### config.mk
export PLATFORM = sky130hd
export DESIGN_NAME = trace_fifo_stall
export DESIGN_NICKNAME = d
export VERILOG_FILES = /design/src/rtl/trf_pkg.sv /design/src/rtl/trf_store.sv /design/src/rtl/trf_admit.sv /design/src/rtl/trf_regs.sv /design/src/rtl/trace_fifo_stall.sv
export SDC_FILE = /design/constraint.sdc
export NUM_CORES = 1
export LEC_CHECK = 0
export ABC_CLOCK_PERIOD_IN_PS = 4600
export BUFFER_PORTS_ARGS = -buffer_cell sky130_fd_sc_hd__buf_2
export CELL_PAD_IN_SITES_DETAIL_PLACEMENT = 0
export CELL_PAD_IN_SITES_GLOBAL_PLACEMENT = 1
export CORE_MARGIN = 1
export CORE_UTILIZATION = 35
export DETAILED_ROUTE_END_ITERATION = 8
export PLACE_DENSITY_LB_ADDON = 0.1
export SYNTH_ARGS = -nofsm -noshare
export SYNTH_HDL_FRONTEND = slang
export SYNTH_SLANG_ARGS = --single-unit
### constraint.sdc
create_clock -name clk -period 4.6 [get_ports clk]
set_input_delay 0.23 -clock clk [delete_from_list [all_inputs] [get_ports clk]]
set_output_delay 0.23 -clock clk [all_outputs]
set_load 0.01 [all_outputs]
### src/rtl/trf_pkg.sv
package trf_pkg;

  typedef enum logic [1:0] {
    CFG_CTRL   = 2'd0,
    CFG_LEVEL  = 2'd1,
    CFG_STATUS = 2'd2
  } cfg_sel_e;

  localparam int CTRL_PWRDN = 0;
  localparam int CTRL_STALL = 1;
  localparam int CTRL_PROG  = 2;
  localparam int CTRL_W     = 3;
  localparam logic [CTRL_W-1:0] CTRL_RESET = 3'b100;

  function automatic int unsigned free_bytes(input int unsigned depth, input int unsigned used);
    return depth - used;
  endfunction

  function automatic logic packet_fits(input int unsigned room, input int unsigned need);
    return need <= room;
  endfunction

  function automatic logic below_level(input int unsigned room, input int unsigned lvl);
    return room < lvl;
  endfunction

endpackage

### src/rtl/trf_store.sv
module trf_store #(
  parameter int DEPTH = 32,
  parameter int LANES = 4,
  localparam int AW = $clog2(DEPTH),
  localparam int FW = $clog2(DEPTH + 1),
  localparam int CW = $clog2(LANES + 1)
) (
  input  logic               clk,
  input  logic               rst_n,
  input  logic               push,
  input  logic [CW-1:0]      push_cnt,
  input  logic [LANES*8-1:0] push_data,
  input  logic               pop,
  output logic [FW-1:0]      fill,
  output logic [7:0]         head
);

  logic [7:0]    mem [DEPTH];
  logic [AW-1:0] wr_ptr;
  logic [AW-1:0] rd_ptr;
  logic [7:0]    lane_byte [LANES];

  genvar g;
  generate
    for (g = 0; g < LANES; g++) begin : g_lane
      assign lane_byte[g] = push_data[g*8 +: 8];
    end
  endgenerate

  // Byte i of an accepted packet lands i slots past the write pointer.
  always_ff @(posedge clk) begin
    if (push) begin
      for (int i = 0; i < LANES; i++) begin
        if (i < int'(push_cnt)) mem[wr_ptr + AW'(i)] <= lane_byte[i];
      end
    end
  end

  always_ff @(posedge clk or negedge rst_n) begin
    if (!rst_n) begin
      wr_ptr <= '0;
      rd_ptr <= '0;
      fill   <= '0;
    end else begin
      if (push) wr_ptr <= wr_ptr + AW'(push_cnt);
      if (pop)  rd_ptr <= rd_ptr + AW'(1);
      fill <= fill + (push ? FW'(push_cnt) : FW'(0)) - FW'(pop);
    end
  end

  assign head = mem[rd_ptr];

endmodule

### src/rtl/trf_admit.sv
module trf_admit
  import trf_pkg::*;
#(
  parameter int DEPTH = 32,
  parameter int LANES = 4,
  localparam int FW = $clog2(DEPTH + 1),
  localparam int CW = $clog2(LANES + 1)
) (
  input  logic          clk,
  input  logic          rst_n,
  input  logic [FW-1:0] fill,
  input  logic          in_valid,
  input  logic [CW-1:0] in_count,
  input  logic [7:0]    level,
  input  logic          stall_en,
  input  logic          trace_en,
  output logic          push_ok,
  output logic          ovf_evt,
  output logic          warn,
  output logic          restart
);

  logic        trace_en_q;
  logic        wants;
  int unsigned room;

  always_comb begin
    room    = free_bytes(DEPTH, 32'(fill));
    wants   = in_valid && (in_count != '0) && (int'(in_count) <= LANES);
    push_ok = wants && packet_fits(room, 32'(in_count));
    ovf_evt = wants && !push_ok;
    warn    = stall_en && below_level(room, 32'(level));
  end

  always_ff @(posedge clk or negedge rst_n) begin
    if (!rst_n) trace_en_q <= 1'b0;
    else        trace_en_q <= trace_en;
  end

  assign restart = trace_en && !trace_en_q;

endmodule

### src/rtl/trf_regs.sv
module trf_regs
  import trf_pkg::*;
(
  input  logic       clk,
  input  logic       rst_n,
  input  logic       cfg_we,
  input  logic [1:0] cfg_addr,
  input  logic [7:0] cfg_wdata,
  input  logic       ovf_evt,
  input  logic       restart,
  input  logic       empty,
  output logic       pwrdn,
  output logic       stall_en,
  output logic       prog,
  output logic [7:0] level,
  output logic       flag,
  output logic [7:0] cfg_rdata
);

  logic [CTRL_W-1:0] ctrl;

  always_ff @(posedge clk or negedge rst_n) begin
    if (!rst_n) begin
      ctrl  <= CTRL_RESET;
      level <= '0;
    end else if (cfg_we) begin
      if (cfg_addr == CFG_CTRL)  ctrl  <= cfg_wdata[CTRL_W-1:0];
      if (cfg_addr == CFG_LEVEL) level <= cfg_wdata;
    end
  end

  assign pwrdn    = ctrl[CTRL_PWRDN];
  assign stall_en = ctrl[CTRL_STALL];
  assign prog     = ctrl[CTRL_PROG];

  // Power-down wins, a fresh drop wins over a restart, restart clears only when drained.
  always_ff @(posedge clk or negedge rst_n) begin
    if (!rst_n)                flag <= 1'b0;
    else if (pwrdn)            flag <= 1'b0;
    else if (ovf_evt)          flag <= 1'b1;
    else if (restart && empty) flag <= 1'b0;
  end

  always_comb begin
    case (cfg_addr)
      CFG_CTRL:   cfg_rdata = {{(8-CTRL_W){1'b0}}, ctrl};
      CFG_LEVEL:  cfg_rdata = level;
      CFG_STATUS: cfg_rdata = {7'b0, flag};
      default:    cfg_rdata = 8'h00;
    endcase
  end

endmodule

### src/rtl/trace_fifo_stall.sv
module trace_fifo_stall #(
  parameter int DEPTH = 32,
  parameter int LANES = 4,
  localparam int FW = $clog2(DEPTH + 1),
  localparam int CW = $clog2(LANES + 1)
) (
  input  logic               clk,
  input  logic               rst_n,
  input  logic               trace_en,
  input  logic               in_valid,
  input  logic [CW-1:0]      in_count,
  input  logic [LANES*8-1:0] in_data,
  output logic               out_valid,
  input  logic               out_ready,
  output logic [7:0]         out_data,
  output logic               fifo_warn,
  output logic               ovf_flag,
  input  logic               cfg_we,
  input  logic [1:0]         cfg_addr,
  input  logic [7:0]         cfg_wdata,
  output logic [7:0]         cfg_rdata
);

  logic [FW-1:0] fill;
  logic          push_ok;
  logic          ovf_evt;
  logic          restart;
  logic          pop;
  logic          pwrdn;
  logic          stall_en;
  logic          prog;
  logic [7:0]    level;

  assign out_valid = (fill != '0);
  assign pop       = out_valid && out_ready;

  trf_store #(.DEPTH(DEPTH), .LANES(LANES)) u_store (
    .clk       (clk),
    .rst_n     (rst_n),
    .push      (push_ok),
    .push_cnt  (in_count),
    .push_data (in_data),
    .pop       (pop),
    .fill      (fill),
    .head      (out_data)
  );

  trf_admit #(.DEPTH(DEPTH), .LANES(LANES)) u_admit (
    .clk      (clk),
    .rst_n    (rst_n),
    .fill     (fill),
    .in_valid (in_valid),
    .in_count (in_count),
    .level    (level),
    .stall_en (stall_en),
    .trace_en (trace_en),
    .push_ok  (push_ok),
    .ovf_evt  (ovf_evt),
    .warn     (fifo_warn),
    .restart  (restart)
  );

  trf_regs u_regs (
    .clk       (clk),
    .rst_n     (rst_n),
    .cfg_we    (cfg_we),
    .cfg_addr  (cfg_addr),
    .cfg_wdata (cfg_wdata),
    .ovf_evt   (ovf_evt),
    .restart   (restart),
    .empty     (!out_valid),
    .pwrdn     (pwrdn),
    .stall_en  (stall_en),
    .prog      (prog),
    .level     (level),
    .flag      (ovf_flag),
    .cfg_rdata (cfg_rdata)
  );

endmodule

==> impl_metrics.ini, run 1 <==
[outcome]
status = completed

[clock_network]
cts_sinks = 285
cts_buffers = 39
cts_htree_levels = 2
clockBufferDepth = 3
clkLatencyLatePin_ns = 0.57
cts-root-buf = clkbuf_16
clk_pin_slew_ns = 0.05
cts_tree = yes

[routing]
drt_wl_total_microns = 103000
vias = 19677
drc = 0
drtAntennaViolNets = 0
drt_iter0_markers = 2381
via_per_inst = 6.36
post_drt_wl_per_cell_microns = 33.3
drt_pre_antenna_iters = 6

[logic_synthesis]
syn_nets = 2281
synth_top_area_cell = edfxtp_1
ys_seq_area_share_pct = 38.2
async_reset_ff_share_pct = 10.2
synth-edff-count = 256
ys_ff_latch = 285
synth_cells = 2200
ys_top_cells_by_area = edfxtp_1 35%, mux4_2 8.2%, mux2i_1 7.1%
ys_warn_count = 0
synth.avg_cell_area_sq_um = 10.0
yosys.cell_types.count = 85
yosysTopAreaCellShare_pct = 34.9
synth_area_sq_um = 22000
synth-main-ff-cell = edfxtp_1

[place]
place_area_sq_um = 23500
dp_hpwl_microns = 70100
dp_slack_ns = 0.367
place_congestion = 1.04
portBuffers = 69

[die]
fp.dieW_microns = 253
die-area_sq_um = 64000
dieHeight_microns = 253
core_area_sq_um = 61900
start_util_pct = 35.6
io_pins = 70
row_count = 91

[layout]
final_area_sq_um = 24800
postLayoutCoreUtil_pct = 40.1
area_growth_pct = 12.7
fillers = 6134
drive_above_1_share_pct = 23.5
fin_nets = 2310

[global_route]
antenna_found_initial = 8
overflow = 0
grt_pass1_vias = 19038
grt_pass1_wl_microns = 146000
track_usage_pct = 32.3
grt_max_degree = 68

[min_path]
worstHoldPathType = in2reg

[sta]
skew_ns = 0.0219
tightest_slew_ns = 1.25
final-setup-viol-count = 0
drv_slew = 0
final.setup.tns_ns = 0
hold_viol = 0
worst_hold_slack_ns = 0.160
rsz0062_at_grt = false
fin_crit_sh_pct = 94.4
fin_crit_ns = 4.34
maxSlewHeadroom_pct = 16.1
setup_slack_ns = 0.258
max_clock_freq_mhz = 230

[critical_path]
start_kind = flip-flop
critPathMaxStageDelay_ns = 0.92
cpMaxStageDelayCell = nor2_1
path_class = reg2reg
path_max_fanout = 30
endpoint_kind = flip-flop
crit_required_ns = 4.81
worstPathArrival_ns = 4.55
crit_chain = inv_1 > ha_1 > xnor2_1 > inv_1 > ha_1 > a21oi_1 > a32o_1 > a211o_2 > buf_4 > o21ai_4 > nor2_1 > or3_1

[power]
peakVddDrop_mv = 0.403
powerDensity_nw_per_um2 = 513
leakage_nw = 9.31

[run]
drv_cap = 0
-- worst max-delay path, delay by kind of cell, from the launching register on --
family	cells	cell delay, ns
buffers and inverters	3	0.69
AO/OA/AOI/OAI	4	0.74
flip-flops	1	0.38
XOR/XNOR	1	0.20
AND/OR/NAND/NOR	2	1.42
adder cells (fa/ha/maj)	2	0.54
-- per-layer routing --
layer  track usage [%]  vias up  wire length (microns)
met5                 0        -                     55
met4              13.0        8                   4380
met3              7.14      216                  10200
met2              47.7     1196                  44300
met1              45.4     9817                  44300
li1                  -     8440                      -
-- power breakdown --
group	internal [W]	total, W	switching, W	leakage, nW
Sequential	0.00319	0.00358	0.000393	2.65
Clock	0.00171	0.00295	0.00124	0.571
Combinational	0.00219	0.00619	0.00401	6.09
Total	0.00708	0.0127	0.00564	9.31
-- cell families after synthesis --
family                     Yosys count  share of synthesized area (%)
xor gates and xnor gates            23                          0.999
and+or+nand+nor                    614                           12.9
muxes                              374                           22.3
adders and majority gates           30                           1.77
buffers and inverters              260                           4.93
DFF                                285                           38.2
AOI/OAI and AO/OA                  614                           18.9
-- cells in the mapped netlist, types with 8 or more instances --
master and number:
o211ai_4 11, nand2_1 267, nor3_1 34, nand2b_1 12
mux2i_1 156, o31ai_1 13, nand3_1 36, o22ai_1 54
clkbuf_1 142, o211ai_1 13, buf_1 20, nor2_1 132
or3_1 9, o211a_1 13, mux2_2 138, o221ai_1 20
a22oi_1 15, a32oi_1 8, and2_1 35, o21ai_0 202
o211ai_2 14, nand4_1 14, xnor2_1 14, inv_1 35
nor2b_1 21, a211oi_1 47, a21o_1 27, and3_1 11
a221oi_1 17, mux4_2 80, nor4_1 8, dfrtp_1 28
buf_2 45, ha_1 28, xor2_1 8, edfxtp_1 256
a21oi_1 74, a221o_1 8, o21ai_1 31
-- placed cells by master (no fill, tap or decap), types with 47 or more instances in the layout --
cell	instances
a211oi_1	47
a21oi_1	74
buf_2	69
buf_4	126
edfxtp_1	256
mux2_2	138
mux2i_1	156
mux4_2	80
nand2_1	267
nor2_1	132
o21ai_0	202
o22ai_1	54
-- stage by stage --
| stage | total power, W | std cells |
|---|---|---|
| after floorplan | 0.00719 | 2200 |
| after global placement | 0.00962 | 3015 |
| after detailed placement | 0.00963 | 3015 |
| after CTS | 0.0126 | 3094 |
| after global routing | 0.0131 | 3094 |
| final | 0.0127 | 3096 |
-- path summary, 6_finish.rpt --
check	endpoint	startpoint	cells past startpoint	slack, ns
min in group asynchronous	u_store.wr_ptr[3]	rst_n	2	0.26
max reg2reg	u_store.mem[29][7]	u_store.fill[0]	12	0.26
min reg2reg	u_regs.flag	u_regs.ctrl[0]	1	0.46
min	u_regs.ctrl[1]	cfg_addr[1]	3	0.16
max	u_store.mem[29][7]	u_store.fill[0]	12	0.26
max in group asynchronous	u_store.rd_ptr[0]	rst_n	2	3.78
-- area by class of cell --
type / instances / area (sq um) / share of cell area (%)
multi-input cells: 1655 / 12600 / 50.7
well taps: 837 / 1050 / 4.22
clock inverters: 14 / 128 / 0.514
repair buffers: 207 / 1430 / 5.76
flip-flops and latches: 285 / 8420 / 33.9
inverters: 41 / 154 / 0.620
clock buffers: 55 / 1060 / 4.25
diodes: 2 / 5.00 / 0.0202
-- timing repair --
item	4_1_cts	5_1_grt
buffers inserted	0	0
hold endpoints to repair	40	0
hold buffers	10	0
resized for setup	0	0
endpoints found under the setup margin	0	0
-- sequential cells by signal (all words and copies together), names as in the netlist --
register / cells
u_store.fill: 6
u_regs.ctrl: 3
u_regs.flag: 1
u_store.rd_ptr: 5
u_regs.level: 8
u_store.wr_ptr: 5
u_store.mem: 256
u_admit.trace_en_q: 1
Note: power is estimated with default switching activity, not from simulation.
==> inputs of run 2 (changes only) <==
--- a/config.mk
+++ b/config.mk
@@ -6,7 +6,7 @@
 export NUM_CORES = 1
 export LEC_CHECK = 0
 export ABC_CLOCK_PERIOD_IN_PS = 4600
-export BUFFER_PORTS_ARGS = -buffer_cell sky130_fd_sc_hd__buf_2
+export BUFFER_PORTS_ARGS = -buffer_cell sky130_fd_sc_hd__buf_4
 export CELL_PAD_IN_SITES_DETAIL_PLACEMENT = 0
 export CELL_PAD_IN_SITES_GLOBAL_PLACEMENT = 1
 export CORE_MARGIN = 1
==> run 2 against run 1 <==
  * Routed wire length rose by 0.54%
  * Register-to-register slack improved by 0.30 ns
  * Non-clock buffer count fell by 21
  * Global-route usage rose by 0.21 points
  * Fmax rose by 7.3%
  * Clock skew fell by 0.0015 ns
  * Largest power group unchanged
  * Highest routed layer unchanged
==> impl_metrics.ini, run 2 (synthesized netlist as in run 1, its figures left out) <==
[critical_path]
start_kind = flip-flop
r2r_cells = 9
path_class = reg2reg
path_max_fanout = 18
crit_required_ns = 4.81
worstPathArrival_ns = 4.26
rr_endpoint = u_store.mem[2][2]
r2r_slack_ns = 0.55
rr_startpoint = u_store.wr_ptr[1]
endpoint_kind = flip-flop

[die]
row_count = 91
start_util_pct = 35.6
die-area_sq_um = 64000
io_pins = 70
core_area_sq_um = 61900
dieHeight_microns = 253
fp.dieW_microns = 253

[place]
portBuffers = 69
dp_hpwl_microns = 69600
dpl.cell_count = 2994
place_congestion = 1.01

[global_route]
track_usage_pct = 32.5
grt_max_degree = 36
antenna_found_initial = 4
grt_pass1_vias = 18924
overflow = 0
grt_pass1_wl_microns = 147000

[sta]
max_clock_freq_mhz = 247
drv_slew = 0
hold_viol = 0
worst_hold_slack_ns = 0.0926
fin_crit_ns = 4.05
maxSlewHeadroom_pct = 18.5
skew_ns = 0.0204
final.setup.tns_ns = 0
fin_crit_sh_pct = 88.0
tightest_slew_ns = 1.21
final-setup-viol-count = 0
rsz0062_at_grt = false

[clock_network]
cts_buffers = 38
cts_htree_levels = 2
cts_tree = yes
clockBufferDepth = 3
clkLatencyLatePin_ns = 0.58
cts-root-buf = clkbuf_16
cts_resized = 0
clk_pin_slew_ns = 0.06
cts_sinks = 285

[layout]
multi_input_area_sq_um = 12600
layout_common_cells = 267 x nand2_1, 256 x edfxtp_1, 202 x o21ai_0, 173 x buf_4, 156 x mux2i_1
antenna-diode-count = 0
largestRegisters = u_store.mem (256), u_regs.level (8), u_store.fill (6)
area_growth_pct = 13.1
largest_register_ffs = 256
top_register = u_store.mem
fin_cells = 3073
regArea_sq_um = 8420
fin_nets = 2288
final_common_cell = nand2_1
fillers = 6113
drive_above_1_share_pct = 22.9

[min_path]
hold_path_end = u_store.wr_ptr[0]
worstHoldPathType = in2reg
hp-start = in_count[0]
hold_depth = 4

[outcome]
status = completed

[routing]
drt_pre_antenna_iters = 7
drtAntennaViolNets = 0
drt_iter0_markers = 2465
drt_wl_total_microns = 104000
post_drt_wl_per_cell_microns = 33.7
route.top_layer_used = met5
wl_met1_microns = 44700
drc = 0
via_per_inst = 6.39
wl_met3_microns = 8740
vias = 19624
wl_met2_microns = 45500

[power]
peakVddDrop_mv = 0.349
leakage_nw = 9.32
powerDensity_nw_per_um2 = 521

[run]
drv_cap = 0
==> run 2: cell count changes in the layout (fill, tap and decap cells not counted), sizes merged <==
cell / previous run / this run
clkinv: 14 / 18
clkbuf: 55 / 49
clkinvlp: 2 / 0
buf: 197 / 176
diode: 2 / 0
bufinv: 2 / 6
==> run 2: routing by layer <==
| metal | up-vias | track usage (%) |
|---|---|---|
| met5 | - | 0.386 |
| met4 | 2 | 13.9 |
| met3 | 224 | 4.46 |
| met2 | 1099 | 49.8 |
| met1 | 9898 | 45.6 |
| li1 | 8401 | - |
==> run 2: timing repair <==
item,CTS,global route
hold buffers,10,0
endpoints found under the hold margin,41,0
setup buffers,0,0
==> run 2: worst max path at each step <==
| stage | start | endpoint | cells after the start |
|---|---|---|---|
| final | u_store.wr_ptr[1] | u_store.mem[2][2] | 9 |
| after CTS | u_store.fill[0] | u_store.mem[10][2] | 12 |
| after floorplan | u_store.fill[0] | u_store.fill[5] | 21 |
| after detailed placement | u_store.fill[0] | u_store.mem[10][2] | 12 |
| after global placement | u_store.fill[0] | u_store.mem[16][2] | 15 |
| after global routing | u_store.fill[0] | u_store.mem[10][2] | 12 |
==> run 2: layout make-up <==
cell class	instances	share of cell area (%)
Multi-Input combinational cell	1655	50.4
Sequential cell	285	33.8
Timing Repair Buffer	186	5.86
Tap cell	837	4.20
Clock buffer	49	4.11
Clock inverter	20	0.994
Inverter	41	0.618
==> run 2: stage by stage <==
| stage | util (%) | worst slack [ns] | instance area [sq um] | total power, W |
|---|---|---|---|---|
| after floorplan | - | 0.877 | 22000 | 0.00719 |
| final | 40.2 | 0.554 | 24900 | 0.0130 |
| after global routing | 40.2 | 0.280 | 24900 | 0.0134 |
| after global placement | 38.0 | 0.650 | 23500 | 0.00967 |
| after detailed placement | 38.0 | 0.613 | 23500 | 0.00968 |
| after CTS | 40.2 | 0.603 | 24900 | 0.0129 |
==> run 2: worst max-delay path: stages (launching register included) <==
cell,delay (ns)
dfrtp_1,0.41
buf_4,0.22
ha_1,0.42
a21o_1,0.30
xnor2_1,0.59
nand3_1,0.40
a211oi_1,0.59
nor2b_1,0.33
nor2_1,0.08
nand3_1,0.35
==> run 2: report_power, final <==
group | internal, W | leakage (nW) | total [W] | switching, W
clock network | 0.00191 | 0.627 | 0.00315 | 0.00125
registers | 0.00319 | 2.65 | 0.00365 | 0.000460
logic | 0.00224 | 6.04 | 0.00618 | 0.00394
total | 0.00733 | 9.32 | 0.0130 | 0.00565
